--- config.mk ---
export PLATFORM = sky130hd
export DESIGN_NAME = cfg_keyport
export DESIGN_NICKNAME = d
export VERILOG_FILES = /design/src/rtl/cfgp_pkg.sv /design/src/rtl/cfgp_key_match.sv /design/src/rtl/cfgp_regs.sv /design/src/rtl/cfgp_rd_mux.sv /design/src/rtl/cfg_keyport.sv
export SDC_FILE = /design/constraint.sdc
export NUM_CORES = 1
export LEC_CHECK = 0
export ABC_CLOCK_PERIOD_IN_PS = 2300
export BUFFER_PORTS_ARGS = -buffer_cell sky130_fd_sc_hd__buf_2
export CAP_MARGIN = 20
export CORE_AREA = 2 2 52 91
export DETAILED_ROUTE_END_ITERATION = 10
export DIE_AREA = 0 0 54 93
export PLACE_DENSITY = 0.71
export SYNTH_ARGS = -nofsm -noshare
export SYNTH_HDL_FRONTEND = slang
export SYNTH_SLANG_ARGS = --single-unit
--- constraint.sdc ---
create_clock -name clk -period 2.3 [get_ports clk]
set_input_delay 0.23 -clock clk [delete_from_list [all_inputs] [get_ports clk]]
set_output_delay 0.23 -clock clk [all_outputs]
set_load 0.02 [all_outputs]
--- src/rtl/cfgp_pkg.sv ---
package cfgp_pkg;
  localparam int unsigned KEY_MAX_BYTES = 8;
  localparam logic [7:0] LDN_IDX   = 8'h07;
  localparam logic [7:0] ID_HI_IDX = 8'h20;
  localparam logic [7:0] ID_LO_IDX = 8'h21;
  localparam logic [7:0] REV_IDX   = 8'h22;
  localparam logic [7:0] EXIT_IDX  = 8'h02;
  localparam logic [7:0] EXIT_CMD  = 8'h02;
  localparam logic [7:0] BANK_BASE = 8'h30;
  localparam logic [7:0] IDLE_READ = 8'hFF;

  // Byte i of a key packed first-byte-most-significant, len bytes long.
  function automatic logic [7:0] key_byte(input logic [8*KEY_MAX_BYTES-1:0] key,
                                          input int unsigned len,
                                          input int unsigned i);
    return key[8*(len-1-i) +: 8];
  endfunction

  function automatic logic is_bank_idx(input logic [7:0] idx);
    return idx >= BANK_BASE;
  endfunction

  // Value of an unbanked register.
  function automatic logic [7:0] global_value(input logic [7:0] idx,
                                              input logic [7:0] ldn,
                                              input logic [15:0] chip_id,
                                              input logic [7:0] chip_rev);
    case (idx)
      LDN_IDX:   return ldn;
      ID_HI_IDX: return chip_id[15:8];
      ID_LO_IDX: return chip_id[7:0];
      REV_IDX:   return {4'h0, chip_rev[3:0]};
      default:   return 8'h00;
    endcase
  endfunction
endpackage

--- src/rtl/cfgp_key_match.sv ---
module cfgp_key_match
  import cfgp_pkg::*;
#(
  parameter int unsigned KEY_LEN = 4,
  parameter logic [8*KEY_MAX_BYTES-1:0] KEY = 64'h0000_0000_8701_5555
) (
  input  logic       clk,
  input  logic       rst_n,
  input  logic       key_wr,
  input  logic [7:0] key_data,
  output logic       unlock_evt
);
  localparam int unsigned STEP_W = (KEY_LEN > 1) ? $clog2(KEY_LEN) : 1;
  localparam logic [7:0] FIRST_BYTE = key_byte(KEY, KEY_LEN, 0);

  logic [STEP_W-1:0] step;
  logic              key_hit;
  logic              key_last;
  logic              key_restart;

  assign key_hit     = key_data == key_byte(KEY, KEY_LEN, int'(step));
  assign key_last    = int'(step) == KEY_LEN - 1;
  assign key_restart = !key_hit && key_data == FIRST_BYTE;
  assign unlock_evt  = key_wr && key_hit && key_last;

  always_ff @(posedge clk or negedge rst_n) begin
    if (!rst_n) begin
      step <= '0;
    end else if (key_wr) begin
      if (key_hit && !key_last) step <= step + 1'b1;
      else if (key_restart)     step <= STEP_W'(1);
      else                      step <= '0;
    end
  end
endmodule

--- src/rtl/cfgp_regs.sv ---
module cfgp_regs
  import cfgp_pkg::*;
(
  input  logic       clk,
  input  logic       rst_n,
  input  logic       idx_wr,
  input  logic       dat_wr,
  input  logic [7:0] wdata,
  input  logic       unlock_evt,
  output logic       unlocked,
  output logic       exit_evt,
  output logic [7:0] cur_index,
  output logic [7:0] ldn,
  output logic       ld_we,
  output logic [7:0] ld_wdata
);
  logic bank_wr;
  logic ldn_wr;

  assign exit_evt = unlocked && dat_wr && cur_index == EXIT_IDX && wdata == EXIT_CMD;
  assign bank_wr  = unlocked && dat_wr && is_bank_idx(cur_index);
  assign ldn_wr   = unlocked && dat_wr && cur_index == LDN_IDX;

  always_ff @(posedge clk or negedge rst_n) begin
    if (!rst_n) begin
      unlocked  <= 1'b0;
      cur_index <= 8'h00;
      ldn       <= 8'h00;
      ld_we     <= 1'b0;
      ld_wdata  <= 8'h00;
    end else begin
      if (unlock_evt)    unlocked <= 1'b1;
      else if (exit_evt) unlocked <= 1'b0;
      if (idx_wr && unlocked) cur_index <= wdata;
      if (ldn_wr) ldn <= wdata;
      ld_we <= bank_wr;
      if (bank_wr) ld_wdata <= wdata;
    end
  end
endmodule

--- src/rtl/cfgp_rd_mux.sv ---
module cfgp_rd_mux
  import cfgp_pkg::*;
#(
  parameter logic [15:0] CHIP_ID  = 16'h8712,
  parameter logic [7:0]  CHIP_REV = 8'hA7
) (
  input  logic       clk,
  input  logic       rst_n,
  input  logic       dat_rd,
  input  logic       unlocked,
  input  logic [7:0] cur_index,
  input  logic [7:0] ldn,
  input  logic [7:0] ld_rdata,
  output logic [7:0] io_rdata
);
  logic [7:0] rd_value;

  always_comb begin
    if (!unlocked)                  rd_value = IDLE_READ;
    else if (is_bank_idx(cur_index)) rd_value = ld_rdata;
    else                            rd_value = global_value(cur_index, ldn, CHIP_ID, CHIP_REV);
  end

  always_ff @(posedge clk or negedge rst_n) begin
    if (!rst_n)      io_rdata <= IDLE_READ;
    else if (dat_rd) io_rdata <= rd_value;
  end
endmodule

--- src/rtl/cfg_keyport.sv ---
module cfg_keyport
  import cfgp_pkg::*;
#(
  parameter int unsigned ADDR_W   = 16,
  parameter logic [ADDR_W-1:0] IDX_ADDR = 16'h002E,
  parameter logic [ADDR_W-1:0] DAT_ADDR = 16'h002F,
  parameter int unsigned KEY_LEN  = 4,
  parameter logic [8*KEY_MAX_BYTES-1:0] KEY = 64'h0000_0000_8701_5555,
  parameter logic [15:0] CHIP_ID  = 16'h8712,
  parameter logic [7:0]  CHIP_REV = 8'hA7
) (
  input  logic              clk,
  input  logic              rst_n,
  input  logic [ADDR_W-1:0] io_addr,
  input  logic              io_wr,
  input  logic              io_rd,
  input  logic [7:0]        io_wdata,
  output logic [7:0]        io_rdata,
  output logic [7:0]        ld_bank,
  output logic [7:0]        ld_index,
  output logic [7:0]        ld_wdata,
  output logic              ld_we,
  input  logic [7:0]        ld_rdata
);
  localparam logic [7:0] LAST_KEY = key_byte(KEY, KEY_LEN, KEY_LEN - 1);

  logic idx_wr;
  logic dat_wr;
  logic dat_rd;
  logic unlock_evt;
  logic exit_evt;
  logic unlocked;
  logic [7:0] cur_index;
  logic [7:0] ldn;

  assign idx_wr = io_wr && io_addr == IDX_ADDR;
  assign dat_wr = io_wr && io_addr == DAT_ADDR;
  assign dat_rd = io_rd && io_addr == DAT_ADDR;

  cfgp_key_match #(.KEY_LEN(KEY_LEN), .KEY(KEY)) u_key (
    .clk        (clk),
    .rst_n      (rst_n),
    .key_wr     (idx_wr && !unlocked),
    .key_data   (io_wdata),
    .unlock_evt (unlock_evt)
  );

  cfgp_regs u_regs (
    .clk        (clk),
    .rst_n      (rst_n),
    .idx_wr     (idx_wr),
    .dat_wr     (dat_wr),
    .wdata      (io_wdata),
    .unlock_evt (unlock_evt),
    .unlocked   (unlocked),
    .exit_evt   (exit_evt),
    .cur_index  (cur_index),
    .ldn        (ldn),
    .ld_we      (ld_we),
    .ld_wdata   (ld_wdata)
  );

  cfgp_rd_mux #(.CHIP_ID(CHIP_ID), .CHIP_REV(CHIP_REV)) u_rd (
    .clk       (clk),
    .rst_n     (rst_n),
    .dat_rd    (dat_rd),
    .unlocked  (unlocked),
    .cur_index (cur_index),
    .ldn       (ldn),
    .ld_rdata  (ld_rdata),
    .io_rdata  (io_rdata)
  );

  assign ld_bank  = ldn;
  assign ld_index = cur_index;
endmodule

* After elaboration in Yosys (flattened, before gate mapping)
Cells that the tools add are included.
Word-level totals: bits in registers 36, input bits 36, output and inout port bits 33, logic and storage cells 47
Operators by class: $add $sub $neg 2, order comparisons 1, equality and inequality tests 11, shifts and indexed selects 1, muxes and demuxes 7, reduce and logical (&&, ||, !) cells 18
Operators with widths (count):
- $shiftx A64 B33 Y8 const A | 1
- $eq A16 B6 Y1 const B | 2
- $pmux W8 S4 | 1
- $eq A8 B6 Y1 const B | 3
- $eq A8 B2 Y1 const B | 2
- $mux W8 | 2
- $logic_and A1 B1 Y1 | 14
- $eq A8 B3 Y1 const B | 1
- $eq A8 B8 Y1 | 1
- $eq A8 B8 Y1 const B | 1
- $ge A8 B6 Y1 const B | 1
- $logic_not A1 Y1 | 3
- $mux W1 | 3
- $sub A2 B2 Y3 const A | 1
- $add A2 B1 Y2 const B | 1
- $eq A2 B2 Y1 const B | 1
- $mux W2 | 1
- $reduce_bool A2 Y1 | 1

* Logic depth before layout (Yosys ltp)
Gate-level depths: netlist (run 1).
depth after elaboration 7, mapped depth 6, depth with buffers taken out 6

* Modules after synthesis
From an unflattened synthesis (run 1), not the netlist that was laid out.
Second synthesis, totals: cells, all modules 161, area, all modules 1889.3 um^2
Modules (own cells, without submodules):
- cfgp_regs | instances 1, cells each 68, area an instance 1047.3 um^2, seq. area each 650.6 um^2
- cfgp_rd_mux | instances 1, cells each 54, area an instance 489.2 um^2, seq. area each 210.2 um^2
- cfgp_key_match | instances 1, cells each 25, area an instance 222.7 um^2, seq. area each 50.0 um^2
- cfg_keyport | instances 1, cells each 14, area an instance 130.1 um^2, seq. area each 0.0 um^2

* Least setup slack after synthesis (run 1)
OpenSTA, ideal clock, no wires.
path type reg-to-reg, start point register u_regs.cur_index[7], end point register u_regs.ldn[0], setup time 0.125 ns, arrival 1.917 ns, data required time 2.175 ns, setup slack 0.258 ns, stages on the path, launching flop included 6, path buffers 1, period minus slack after synthesis 2.042 ns, cells stage by stage dfrtp_1 -> or4_1 -> buf_2 -> nor4b_4 -> nand4_4 -> mux2_2
Between the ends: word-level cells in the longest chain between the ends 2
RTL lines:
- from (decl) | RTL line cfgp_regs.sv:12 | output logic [7:0] cur_index,
- from (signal assigned) | RTL line cfgp_regs.sv:34 | if (idx_wr && unlocked) cur_index <= wdata;
- $eq A8 B3 Y1 | RTL line cfgp_regs.sv:22 | assign ldn_wr = unlocked && dat_wr && cur_index == LDN_IDX;
- $logic_and A1 B1 Y1 | RTL line cfgp_regs.sv:22
- to (signal assigned) | RTL line cfgp_regs.sv:35 | if (ldn_wr) ldn <= wdata;
- to (decl) | RTL line cfgp_regs.sv:13 | output logic [7:0] ldn,
No other way between the ends. A chain may end at the register's enable or synchronous reset.

* Worst setup path after layout (run 1)
start point register u_regs.cur_index[7], end point register u_regs.ldn[3]
The elaborated chain is that of the path after synthesis.

==> results of run 1 <==
flip-flops by register name (all words and copies together) (netlist names):
register and flops:
u_regs.ld_we 1, u_regs.ldn 8, u_regs.ld_wdata 8, u_key.step 2, u_regs.cur_index 8, u_regs.unlocked 1
u_rd.io_rdata 8
cell usage in the layout (no fill, tap or decap), types with 5 or more instances in the layout:
cell      Yosys  final
dfrtp_1      28     28
nor4b_1       5      5
buf_2         2     68
nor4_1        6      6
dfstp_2       8      8
mux2_2       32     32
a221o_1       6      6
nor2_1        5      5
clkbuf_8      0      6
buf_4         0      6
cell type report:
cell class	instances	area, sq um
fill	411	1940
multi-input combinational	101	915
sequential	36	911
timing repair buffer	74	385
clock buffer	7	86.3
tap	51	63.8
inverter	5	18.8
clock inverter	1	7.51
metrics by stage:
stage / cell area [sq um] / hold slack (ns)
floorplan: 1860 / -0.0656
CTS: 2390 / 0.0502
finish: 2390 / 0.0150
detailed placement: 2290 / 0.361
global route: 2390 / 0.0692
global placement: 2290 / 0.359
worst min path at each step:
stage                     cells past startpoint  slack [ns]  start                         to
after detailed placement                      1        0.36  rst_n     u_regs.ld_we$_DFF_PN0_
after global routing                          1        0.07  rst_n     u_regs.ld_we$_DFF_PN0_
final                                         1        0.01  rst_n     u_regs.ld_we$_DFF_PN0_
after global placement                        1        0.36  rst_n     u_regs.ld_we$_DFF_PN0_
after floorplan                               0       -0.07  rst_n  u_key.step[0]$_DFFE_PN0P_
after CTS                                     1        0.05  rst_n     u_regs.ld_we$_DFF_PN0_
kinds of logic (layout without fill, tap and decap cells):
logic type                 count (synthesis)  after routing  synth area share, %
xor gates and xnor gates                   1              1                0.471
AOI/OAI and AO/OA                         18             18                 8.49
adders and majority gates                  3              3                 2.02
muxes                                     33             33                 19.9
DFF                                       36             36                 49.0
and+or+nand+nor                           46             46                 18.3
buffers and inverters                      8             87                 1.75
power groups by stage:
stage                     combinational [uW]  clock, uW  sequential (uW)
after floorplan                         12.7          0              645
after global placement                  69.6          0              645
after detailed placement                70.2          0              645
after CTS                               70.4        482              633
after global routing                    76.2        507              633
final                                   69.3        465              634
routing by layer:
metal  up-vias  global-route usage, %  share of wire, %
li1        724                      -                 -
met1       774                   20.7                39
met2        37                   34.0                55
met3         6                   4.79               4.6
met4         0                   6.04               1.2
met5         -                      0                 0
==> metrics.cfg, run 1 <==
[clock_tree]
ctsHoldBuffers=0
clk_pin_slew_ns=0.07
cts_buffer_depth=2
post_cts_buffers=0
cts.sinks=36
cts_resized=0
clk_latency_ns=0.29
h-tree-depth=2
numCtsBuffers=5
cts_tree=done
cts_root_buffer=clkbuf_8

[logic_synthesis]
synthArstFlopShare_pct=100
post-synth-top-count-cell=mux2_2
synthTopCellsByArea=dfrtp_1, mux2_2, dfstp_2
synth_ff_type=dfrtp_1
syn-instance-count=145
syn-mean-instance-area_sq_um=12.8
synth_seq_cells=36
synth_fp_nets=184
synth_top_cell_by_area=dfrtp_1
yosysWarnings=0
synth_top_area_share_pct=37.7
synth_commonest_cells=mux2_2, dfrtp_1, dfstp_2, a221o_1, nor4_1
ys_types=39
ys_seq_area_share_pct=49.0
netlist_area_sq_um=1860
synth_edf_count=0

[pwr]
power.share.clock_pct=39.8
ir_worst_vdd_mv=0.478
p_seq_share_pct=54.3
switchingPower_uw=264
power_frac_comb_pct=5.9
p_leak_uw=0.00125
switching_share_pct=22.6
power_density_nw_per_um2=489
p_int_uw=904
power.total_uw=1170

[drt]
drt.antenna.violating_nets=0
drt_wl_total_um=4410
first_pass_iters=4
vias=1541
drtIter0Drc=11
wl_per_cell_um=16.1
viasPerCell=5.60
drc_errors=0

[critical_path]
slowest_delay_ns=0.61
path_class=reg2reg
worst_setup_path_end_kind=flop
path_delay_family=simple AND/OR/NAND/NOR gates
r2r_start=u_regs.cur_index[7]$_DFFE_PN0P_
critPathBufInv=0
arrival_ns=2.20
required_ns=2.48
cp-endpoint=u_regs.ldn[3]$_DFFE_PN0P_
path_depth=4
startpoint=u_regs.cur_index[7]$_DFFE_PN0P_
crit_path_cell_trace=or4_1 > nor4b_4 > nand4_4 > mux2_2
path_max_fanout=8
cp-start-kind=flop
r2r_end=u_regs.ldn[3]$_DFFE_PN0P_
r2r_slack_ns=0.28
crit_slowest_cell=or4_1
rr_worst_depth=4

[grt]
grt_pass1_vias=1539
grt_max_degree=37
antenna_found_initial=0
gr-usage-all-layers_pct=19.0
overflow=0
grt_pass1_wl_um=7010

[die]
die_h_um=93
core.rowCount=32
io_pins=69
core_area_sq_um=4320
die_width_um=54
die-area_sq_um=5020
initial_core_util_pct=43.0

[placement]
io_buffers=68
dpl.cell_count=267
hpwlAfterDp_um=3400
place_ws_ns=0.268
gp_congestion=0.883

[layout]
drive_gt1_share_pct=56.3
synthToLayoutAreaGrowth_pct=28.5
final_nets=262
stdcell_count=275
num_antenna_cells=0
final_util_pct=55.2

[sta]
finalSetupViolCount=0
timing.slew.headroom_pct=47.1
layout_min_cycle_time_ns=2.02
fin_crit_sh_pct=87.9
clock_skew_ns=0.00542
rsz0062_at_grt=no
max_freq_mhz=494
hold_viol=0
setup_tns_ns=0
finalMaxSlewViolations=0
timing.final.ws_setup_ns=0.278
tightest_slew_ns=0.794

[hold_path]
hp-class=in2async

[flow_run]
max-cap-violations=0

[status]
status=finished clean

Note: power is estimated with default switching activity, not from simulation.
==> run 2, diff against run 1 <==
--- a/config.mk
+++ b/config.mk
@@ -8,10 +8,9 @@
 export ABC_CLOCK_PERIOD_IN_PS = 2300
 export BUFFER_PORTS_ARGS = -buffer_cell sky130_fd_sc_hd__buf_2
 export CAP_MARGIN = 20
-export CORE_AREA = 2 2 52 91
+export CORE_AREA = 2 2 63 110
 export DETAILED_ROUTE_END_ITERATION = 10
-export DIE_AREA = 0 0 54 93
-export PLACE_DENSITY = 0.71
+export DIE_AREA = 0 0 65 112
 export SYNTH_ARGS = -nofsm -noshare
 export SYNTH_HDL_FRONTEND = slang
 export SYNTH_SLANG_ARGS = --single-unit
==> run 2 against run 1 <==
Net effect:
- combinational power up 3%
- via count down 1.1%
- sequential power about the same
- design area up 4.1%
- die area up 45%
- routed wire length up 10%
- core utilization down 16 points
==> metrics.cfg, run 2 (synthesis gave the netlist of run 1 again) <==
[layout]
num_antenna_cells=0
final_nets=260
final_common_cell=buf_2
drive_gt1_share_pct=56.3
synthToLayoutAreaGrowth_pct=33.7
layout_common_cells=buf_2, mux2_2, dfrtp_1

[clock_tree]
post_cts_buffers=0
cts_tree=done
cts_resized=0
h-tree-depth=2
cts_root_buffer=clkbuf_16
numCtsBuffers=5
ctsHoldBuffers=0
clk_latency_ns=0.28
clk_pin_slew_ns=0.06
cts_buffer_depth=2
cts.sinks=36

[critical_path]
required_ns=2.47
path_class=reg2reg
arrival_ns=2.24
worst_setup_path_end_kind=flop
path_max_fanout=8
cp-start-kind=flop

[sta]
timing.slew.headroom_pct=44.8
layout_min_cycle_time_ns=2.07
hold_viol=0
clock_skew_ns=0.00459
tightest_slew_ns=0.828
setup_tns_ns=0
rsz0062_at_grt=no
finalSetupViolCount=0
fin_crit_sh_pct=90.1
finalMaxSlewViolations=0
timing.hold.ws_ns=0.0510
max_freq_mhz=482

[grt]
overflow=0
grt_max_degree=37
antenna_found_initial=0
gr-usage-all-layers_pct=14.1
grt_pass1_wl_um=7800
grt_pass1_vias=1539

[drt]
first_pass_iters=4
drt.antenna.violating_nets=0
drt_wl_total_um=4870
viasPerCell=5.01
vias=1524
wl_per_cell_um=16.0
drc_errors=0
drtIter0Drc=65

[die]
core_area_sq_um=6390
die-area_sq_um=7280
die_h_um=112
io_pins=69
initial_core_util_pct=29.1
core.rowCount=39
die_width_um=65

[placement]
hpwlAfterDp_um=3740
io_buffers=68
gp_congestion=0.784

[hold_path]
hp-class=in2async

[pwr]
power_density_nw_per_um2=596
p_leak_uw=0.00127
ir_worst_vdd_mv=0.395

[status]
status=finished clean

[flow_run]
max-cap-violations=0

[run 2: cell types whose count changed in the layout (fill, tap and decap cells not counted), sizes merged]
| cell | previous run | this run |
|---|---|---|
| clkbuf | 7 | 5 |
| bufinv | 0 | 1 |
| buf | 74 | 72 |
| clkinv | 1 | 2 |
[run 2: final timing paths]
check                                                start                            to  slack (ns)  cells after the start
setup / recovery           u_regs.cur_index[6]$_DFFE_PN0P_     u_regs.ldn[1]$_DFFE_PN0P_        0.23                      4
hold / removal                                       rst_n     u_regs.ldn[0]$_DFFE_PN0P_        0.05                      1
setup reg to reg           u_regs.cur_index[6]$_DFFE_PN0P_     u_regs.ldn[1]$_DFFE_PN0P_        0.23                      4
hold reg to reg               u_rd.io_rdata[7]$_DFFE_PN1P_  u_rd.io_rdata[7]$_DFFE_PN1P_        0.47                      2
max in group asynchronous                            rst_n     u_key.step[1]$_DFFE_PN0P_        1.73                      1
min in group clk                                io_addr[6]        u_regs.ld_we$_DFF_PN0_        0.26                      4
[run 2: final cells by class]
| class | count | area [sq um] |
|---|---|---|
| clock inverters | 3 | 42.5 |
| well taps | 82 | 103 |
| flip-flops and latches | 36 | 911 |
| multi-input cells | 101 | 915 |
| inverters | 5 | 18.8 |
| repair buffers | 72 | 370 |
| fillers | 650 | 3910 |
| clock buffers | 5 | 125 |
[run 2: through the flow]
step | instances | total power (uW) | area, sq um | worst slack (ns) | util, %
6_report | 304 | 1480 | 2480 | 0.227 | 38.9
5_1_grt | 304 | 1530 | 2480 | 0.150 | 38.9
4_1_cts | 304 | 1490 | 2480 | 0.210 | 38.9
3_5_place_dp | 296 | 717 | 2320 | 0.173 | 36.2
3_3_place_gp | 296 | 716 | 2320 | 0.192 | 36.2
2_1_floorplan | 145 | 658 | 1860 | 0.258 | -
[run 2: layer usage]
metal  share of wire (%)  vias to the layer above  GRT usage, %  routed length (um)
li1                    -                      725             -                   -
met5                   0                        -             0                   0
met3                 3.7                        6          2.63                 179
met4                 1.3                        0          5.67                  61
met1                  38                      758          15.4                1870
met2                  57                       35          26.0                2760
[run 2: where the power goes]
| group | switching (uW) | leakage [uW] | internal, uW |
|---|---|---|---|
| sequential | 0.0848 | 0.000464 | 634 |
| combinational | 44.0 | 0.000730 | 27.3 |
| clock | 265 | 0.0000798 | 509 |
[run 2: critical path, cell delays in order (launching register included)]
cell,delay (ns)
dfrtp_1,0.41
or4_1,0.67
nor4b_4,0.34
nand4_4,0.21
mux2_2,0.32
